### config.mk
export PLATFORM = sky130hd
export DESIGN_NAME = ratio_strap_mux
export DESIGN_NICKNAME = d
export VERILOG_FILES = /design/src/rtl/strap_pkg.sv /design/src/rtl/ratio_decode.sv /design/src/rtl/strap_hold_timer.sv /design/src/rtl/rst_width_mon.sv /design/src/rtl/pin_mux.sv /design/src/rtl/ratio_strap_mux.sv
export SDC_FILE = /design/constraint.sdc
export NUM_CORES = 1
export LEC_CHECK = 0
export ABC_AREA = 1
export ABC_CLOCK_PERIOD_IN_PS = 2800
export CAP_MARGIN = 20
export CORE_ASPECT_RATIO = 0.7
export CORE_MARGIN = 2
export CORE_UTILIZATION = 55
export DETAILED_ROUTE_END_ITERATION = 10
export HOLD_SLACK_MARGIN = 0.02
export PLACE_DENSITY = 0.81
export SYNTH_ARGS = -nofsm -noshare
export SYNTH_HDL_FRONTEND = slang
export SYNTH_HIERARCHICAL = 1
export SYNTH_SLANG_ARGS = --single-unit
### constraint.sdc
create_clock -name bclk -period 2.8 [get_ports bclk]
set_clock_uncertainty 0.15 [all_clocks]
set_input_delay 0.28 -clock bclk [delete_from_list [all_inputs] [get_ports bclk]]
set_output_delay 0.28 -clock bclk [all_outputs]
set_load 0.005 [all_outputs]
### src/rtl/strap_pkg.sv
package strap_pkg;

  // Pin order {nmi, intr, ignne, a20m}; cfg is the software-visible field.
  typedef struct packed {
    logic [3:0] pins;
    logic [3:0] cfg;
  } strap_code_t;

  localparam strap_code_t CODE_X4 = '{pins: 4'b0001, cfg: 4'b0010};
  localparam strap_code_t CODE_X5 = '{pins: 4'b0011, cfg: 4'b0000};

endpackage

### src/rtl/ratio_decode.sv
module ratio_decode
  import strap_pkg::*;
#(
  parameter int SEL_W     = 3,
  parameter int MAX_RATIO = 5
) (
  input  logic [SEL_W-1:0] sel,
  output strap_code_t      code,
  output logic             bad
);
  logic x5_allowed;
  logic pick_x4, pick_x5;

  generate
    if (MAX_RATIO >= 5) begin : g_x5_ok
      assign x5_allowed = 1'b1;
    end else begin : g_x5_capped
      assign x5_allowed = 1'b0;
    end
  endgenerate

  assign pick_x4 = (sel == SEL_W'(0));
  assign pick_x5 = (sel == SEL_W'(1)) && x5_allowed;
  assign bad     = !(pick_x4 || pick_x5);
  assign code    = pick_x5 ? CODE_X5 : CODE_X4;
endmodule

### src/rtl/strap_hold_timer.sv
module strap_hold_timer #(
  parameter int HOLD_CLKS = 4
) (
  input  logic clk,
  input  logic rst_async,
  output logic active
);
  generate
    if (HOLD_CLKS == 0) begin : g_no_hold
      assign active = rst_async;
    end else begin : g_hold
      localparam int HW = $clog2(HOLD_CLKS + 1);
      logic [HW-1:0] left;
      always_ff @(posedge clk or posedge rst_async) begin
        if (rst_async)          left <= HW'(HOLD_CLKS);
        else if (left != '0)    left <= left - 1'b1;
      end
      assign active = rst_async || (left != '0);
    end
  endgenerate
endmodule

### src/rtl/rst_width_mon.sv
module rst_width_mon #(
  parameter int MIN_CLKS = 66667
) (
  input  logic clk,
  input  logic pwr_ok,
  input  logic rst_req,
  output logic too_short
);
  localparam int CW = $clog2(MIN_CLKS + 1);
  logic [CW-1:0] seen;

  always_ff @(posedge clk or negedge pwr_ok) begin
    if (!pwr_ok) begin
      seen      <= '0;
      too_short <= 1'b0;
    end else if (rst_req) begin
      too_short <= 1'b0;
      if (seen != CW'(MIN_CLKS)) seen <= seen + 1'b1;
    end else if (seen != '0) begin
      too_short <= (seen < CW'(MIN_CLKS));
      seen      <= '0;
    end
  end
endmodule

### src/rtl/pin_mux.sv
module pin_mux #(
  parameter int N = 4
) (
  input  logic         strap_en,
  input  logic [N-1:0] strap_val,
  input  logic [N-1:0] sys_val,
  output logic [N-1:0] pin
);
  for (genvar i = 0; i < N; i++) begin : g_pin
    assign pin[i] = strap_en ? strap_val[i] : sys_val[i];
  end
endmodule

### src/rtl/ratio_strap_mux.sv
module ratio_strap_mux
  import strap_pkg::*;
#(
  parameter int SEL_W        = 3,
  parameter int MAX_RATIO    = 5,
  parameter int HOLD_CLKS    = 4,
  parameter int MIN_RST_CLKS = 66667
) (
  input  logic             bclk,
  input  logic             rst_req,
  input  logic             pwr_ok,
  input  logic             sys_nmi,
  input  logic             sys_intr,
  input  logic             sys_ignne,
  input  logic             sys_a20m,
  input  logic [SEL_W-1:0] ratio_sel,
  output logic             pin_nmi,
  output logic             pin_intr,
  output logic             pin_ignne,
  output logic             pin_a20m,
  output logic [3:0]       cfg_ratio_bits,
  output logic             ratio_err,
  output logic             rst_too_short
);
  logic        rst_all;
  logic        strap_act;
  strap_code_t dec_code;
  logic        dec_bad;
  strap_code_t cap_code;
  logic        cap_bad;
  logic [3:0]  pin_vec;

  assign rst_all = rst_req || !pwr_ok;

  ratio_decode #(.SEL_W(SEL_W), .MAX_RATIO(MAX_RATIO)) u_dec (
    .sel (ratio_sel),
    .code(dec_code),
    .bad (dec_bad)
  );

  always_ff @(posedge bclk or negedge pwr_ok) begin
    if (!pwr_ok) begin
      cap_code <= CODE_X4;
      cap_bad  <= 1'b0;
    end else if (rst_req) begin
      cap_code <= dec_code;
      cap_bad  <= dec_bad;
    end
  end

  strap_hold_timer #(.HOLD_CLKS(HOLD_CLKS)) u_hold (
    .clk      (bclk),
    .rst_async(rst_all),
    .active   (strap_act)
  );

  rst_width_mon #(.MIN_CLKS(MIN_RST_CLKS)) u_width (
    .clk      (bclk),
    .pwr_ok   (pwr_ok),
    .rst_req  (rst_req),
    .too_short(rst_too_short)
  );

  pin_mux #(.N(4)) u_mux (
    .strap_en (strap_act),
    .strap_val(cap_code.pins),
    .sys_val  ({sys_nmi, sys_intr, sys_ignne, sys_a20m}),
    .pin      (pin_vec)
  );

  assign {pin_nmi, pin_intr, pin_ignne, pin_a20m} = pin_vec;
  assign cfg_ratio_bits = cap_code.cfg;
  assign ratio_err      = cap_bad;
endmodule

**Yosys cells after proc, flatten, opt, wreduce, memory -nomap -nowiden**

Cells that the tools add are included.

- Reductions and logical operators: 10
- $add $sub $neg: 2
- Multiplexer cells: 10
- Equal/unequal tests: 3
- Shift-type cells: 0
- Divide/modulo/power cells: 0
- Bitwise gates (word level): 0
- $mul: 0
- Magnitude comparators: 1

Operator list:

| operator | number |
|---|---|
| 17-bit 2-to-1 mux | 3 |
| 17-bit by 1-bit adder with 17-bit output (second input constant) | 1 |
| 17-bit < comparator (second input constant) | 1 |
| 17-bit != test (second input constant) | 1 |
| 17-bit nonzero test | 1 |
| 1-bit 2-to-1 mux | 6 |
| 6-bit 2-to-1 mux | 1 |
| 3-bit by 1-bit equality test with 1-bit output (second input constant) | 1 |
| 3-bit zero test | 1 |
| 1-bit logical OR | 3 |
| 3-bit nonzero test | 1 |
| 3-bit by 1-bit subtractor with 3-bit output (second input constant) | 1 |
| 1-bit zero test | 2 |
| 2-bit by 1-bit != test with 1-bit output (second input constant) | 1 |
| 2-bit AND reduction | 1 |
| 2-bit nonzero test | 1 |

- Output and inout port bits: 10
- RAM bits: 0
- Bits in latches: 0
- Memories: 0
- Logic and storage cells: 32
- Register bits: 30
- Bits in read-only memories: 0
- Input port bits: 10

**Logic depth before layout (Yosys ltp)**

- Depth in word-level cells: 4
- Depth in mapped cells: 10

**Modules after synthesis**

The synthesis kept the hierarchy.

By module, submodules not included:

| module | area each (µm²) | cells an instance | instances | seq. area each (µm²) |
|---|---|---|---|---|
| rst_width_mon | 1216.2 | 183 | 1 | 450.4 |
| ratio_strap_mux | 377.9 | 43 | 1 | 227.7 |
| strap_hold_timer | 176.4 | 22 | 1 | 76.3 |
| ratio_decode | 88.8 | 15 | 1 | 0.0 |
| pin_mux | 48.8 | 13 | 1 | 0.0 |

**Least setup slack after synthesis**

OpenSTA, ideal clock, no wires.

- Path kind: input to output
- Start point: in rst_req
- End point: out pin_a20m
- Arrival: 1.032 ns
- Setup slack: 1.338 ns
- Data required time: 2.370 ns
- Stages on the path: 8
- Cell sequence: buf_6 inv_2 nand2_1 inv_1 nand3_1 inv_2 nand2_1 nand2_1

- Cells in the longest elaborated chain, start to end: 3

Ends and longest elaborated chain:

| what | line | source |
|---|---|---|
| start, declared | ratio_strap_mux.sv:10 | `input logic rst_req,` |
| 1-bit logical OR | ratio_strap_mux.sv:33 | `assign rst_all = rst_req \|\| !pwr_ok;` |
| via rst_all | ratio_strap_mux.sv:25 | `logic rst_all;` |
| 1-bit logical OR | strap_hold_timer.sv:18 | `assign active = rst_async \|\| (left != '0);` |
| via strap_act | ratio_strap_mux.sv:26 | `logic strap_act;` |
| 1-bit 2-to-1 mux | pin_mux.sv:10 | `assign pin[i] = strap_en ? strap_val[i] : sys_val[i];` |
| end, declared | ratio_strap_mux.sv:20 | `output logic pin_a20m,` |

The timed path passes the listed nets, and every way through them passes these cells.

**Worst setup path after layout**

- Start point: in rst_req
- End point: out pin_ignne

- Cells in the longest elaborated chain, start to end: 3

Ends and longest elaborated chain:

| what | line | source |
|---|---|---|
| 1-bit logical OR | ratio_strap_mux.sv:33 |  |
| via rst_all | ratio_strap_mux.sv:25 |  |
| 1-bit logical OR | strap_hold_timer.sv:18 |  |
| via strap_act | ratio_strap_mux.sv:26 |  |
| 1-bit 2-to-1 mux | pin_mux.sv:10 |  |
| end, declared | ratio_strap_mux.sv:19 | `output logic pin_ignne,` |

The timed path passes the listed nets, and every way through them passes these cells.

==> results by group <==
Setup path
  – CP startpoint kind: input pin
  – Required time of the critical path: 2.37 ns
  – Crit path DAT: 1.98 ns
  – Critical path type: in2out
  – Worst Setup End Kind: output pin
  – Worst Path Max Fanout: 10

Synth
  – Synth warnings: 6
  – Count leader, synth: nand2_1
  – Asr flop ratio synth: 100%
  – Synth cell types: 26
  – Mapped Avg Cell Area: 6.91 sq um
  – Synthesized area: 0.00191 sq mm
  – Sequential element share of the synthesized area: 39.5%
  – Synth top cells by count: nand2_1, nor2_1, dfrtp_1
  – Share of the synthesized area in the top cell type: 35.4%
  – Mapped Cells: 276
  – Top FF cell, synth: dfrtp_1
  – Synthesis-stage register bit count: 30
  – Synth area leader: dfrtp_1
  – Post-synth EDFFs: 0
  – Top post-synthesis cells by area: dfrtp_1, nand2_1, nor2_1

Route
  – DRC Markers: 0
  – Post-Route WL: 3950 microns
  – Wire length per cell: 11.5 microns
  – Drt first pass iters: 4
  – Post-DRT Antenna Nets: 0
  – Drt via density: 4.89
  – Vias: 1673
  – Iter 0 DRT Violations: 131

Power
  – Leakage: 1.13 nW
  – Sw Share: 27.1%
  – Peak supply drop: 0.000406 V
  – Pint: 0.745 mW
  – Logic pwr share: 18.1%
  – Switching power: 0.277 mW
  – Clock share of power: 34.1%
  – Share of total power in sequential cells: 47.8%
  – Pwr dens: 470 mW/mm^2

Clock tree
  – Sinks on Clock Net: 30
  – CTS tree: done
  – Num CTS Buffers: 5
  – Clk buf depth: 2
  – Root Buffer: clkbuf_8
  – PostCTS Resize Cnt: 0
  – Later-pin clock latency in the skew report: 0.28 ns
  – Reg clk slew, reported paths: 0.06 ns
  – Post-CTS setup buffers: 0
  – Post-CTS Hold Buffers: 0
  – H-tree levels: 2

Final layout
  – Syn-to-layout area delta: 14.0%
  – Diodes inserted: 0
  – Ratio of cells with drive above 1 in the final layout: 10.2%
  – Fillers: 271
  – Nets@finish: 308

Run status
  – Status: finished, final reports clean

Global routing
  – Initial antenna violation count: 0
  – GRT Residual Overflow: 0
  – Largest net degree at the start of global routing: 28
  – Global-route wire length before repair: 7000 microns
  – Vias in the first global route: 1540
  – GRT Resource Usage Total: 24.1%

Floorplanning
  – Die area: 0.00396 sq mm
  – Boundary Pins: 20
  – Site Rows: 17
  – DIE HEIGHT: 53.3 microns
  – Initial Utilization: 59.0%
  – Die W: 74.4 microns
  – Core Area: 0.00323 sq mm

STA
  – Final hold vios: 0
  – Fmax: 0.415 GHz
  – Final Worst Setup Slack: 0.388 ns
  – RSZ-0062 raised after global routing: no
  – Period utilization: 86.1%
  – Max Slew Vio Count: 0
  – Total negative setup slack: 0 ns
  – Final setup fails: 0
  – Minimum clock period: 2.41 ns

Min path
  – Min-delay worst type: in2async

Placed design
  – DP Worst Slack: 0.355 ns
  – Detailed Place HPWL: 3020 microns
  – Final Wtd Congestion: 0.966
  – PortBufs: 19

Job
  – MaxCap Viol Count: 0
==> stage by stage <==
step | hold WS, ns | std cells | power, mW | util [%] | area [sq um]
global route | 0.218 | 342 | 1.09 | 67.3 | 2180
finish | 0.201 | 342 | 1.02 | 67.3 | 2180
CTS | 0.197 | 342 | 1.04 | 67.3 | 2180
global placement | 0.304 | 334 | 0.681 | 64.5 | 2080
floorplan | -0.166 | 280 | 0.614 | - | 1920
detailed placement | 0.307 | 334 | 0.683 | 64.5 | 2080
==> final cells by class <==
class                   instances  area, sq um  share of cell area (%)
inverters                      28          105                    4.83
flip-flops and latches         30          754                    34.7
repair buffers                 21          205                    9.43
multi-input cells             208          961                    44.2
clock buffers                   7         86.3                    3.97
well taps                      47         58.8                    2.70
clock inverters                 1         5.00                   0.230
==> cells in the final DEF, fill, tap and decap left out, types with 2 or more instances in the layout <==
cell,instances
a21oi_1,2
buf_4,2
clkbuf_8,6
clkdlybuf4s50_1,19
conb_1,6
dfrtp_1,27
dfstp_2,3
ha_1,4
inv_1,23
inv_2,5
nand2_1,98
nand2_2,5
nand3_1,18
nand4_1,6
nor2_1,47
nor2_2,3
nor3_1,5
nor3_4,2
o21ai_0,2
xor2_1,5
==> state kept, by name, summed over array words and instances, names as in the netlist <==
signal,count
u_width/too_short,1
u_hold/g_hold.left,3
cfg_ratio_bits,4
ratio_err,1
cap_code,4
u_width/seen,17
==> power by group through the flow <==
| stage | Clock (mW) | Combinational (mW) | Sequential [mW] |
|---|---|---|---|
| floorplan | 0 | 0.122 | 0.492 |
| finish | 0.349 | 0.185 | 0.489 |
| detailed placement | 0 | 0.187 | 0.496 |
| CTS | 0.359 | 0.188 | 0.489 |
| global placement | 0 | 0.185 | 0.496 |
| global route | 0.383 | 0.215 | 0.494 |
==> layer usage <==
metal,vias up,track usage [%],share of wire (%)
li1,866,-,-
met1,723,34.3,51
met2,79,33.2,38
met3,5,10.7,9.9
met4,0,5.95,0.68
met5,-,0,0
==> final timing paths <==
path                                               start                                end  slack [ns]  cells past startpoint
hold / removal                                    pwr_ok  u_hold/g_hold.left[0]$_DFFE_PP0P_        0.20                      3
setup reg to reg             u_width/seen[8]$_DFFE_PN0P_      u_width/too_short$_DFFE_PN0P_        1.13                      8
setup / recovery                                 rst_req                          pin_ignne        0.39                      9
min in group bclk          cfg_ratio_bits[1]$_DFFE_PN1P_      cfg_ratio_bits[1]$_DFFE_PN1P_        0.31                      2
hold reg to reg            cfg_ratio_bits[1]$_DFFE_PN1P_      cfg_ratio_bits[1]$_DFFE_PN1P_        0.31                      2
max in group asynchronous                         pwr_ok            cap_code[4]$_DFFE_PN1P_        1.92                      2
==> critical path, stage by stage <==
cell and delay (ns):
clkdlybuf4s50_1 0.43, inv_2 0.15, nand2_1 0.08, inv_1 0.13, nand3_1 0.18, inv_2 0.12, nand2_1 0.06, nand2_1 0.05
clkdlybuf4s50_1 0.49
==> cell families after synthesis <==
kind of cell | count (synthesis) | synth area share, %
fa+ha+maj | 4 | 2.62
flops | 30 | 39.5
simple gates | 188 | 43.0
buf+inv | 42 | 10.9
compound gates | 5 | 1.31
xor+xnor | 5 | 2.29
other cells | 2 | 0.394
(Power assumes the default switching activity.)
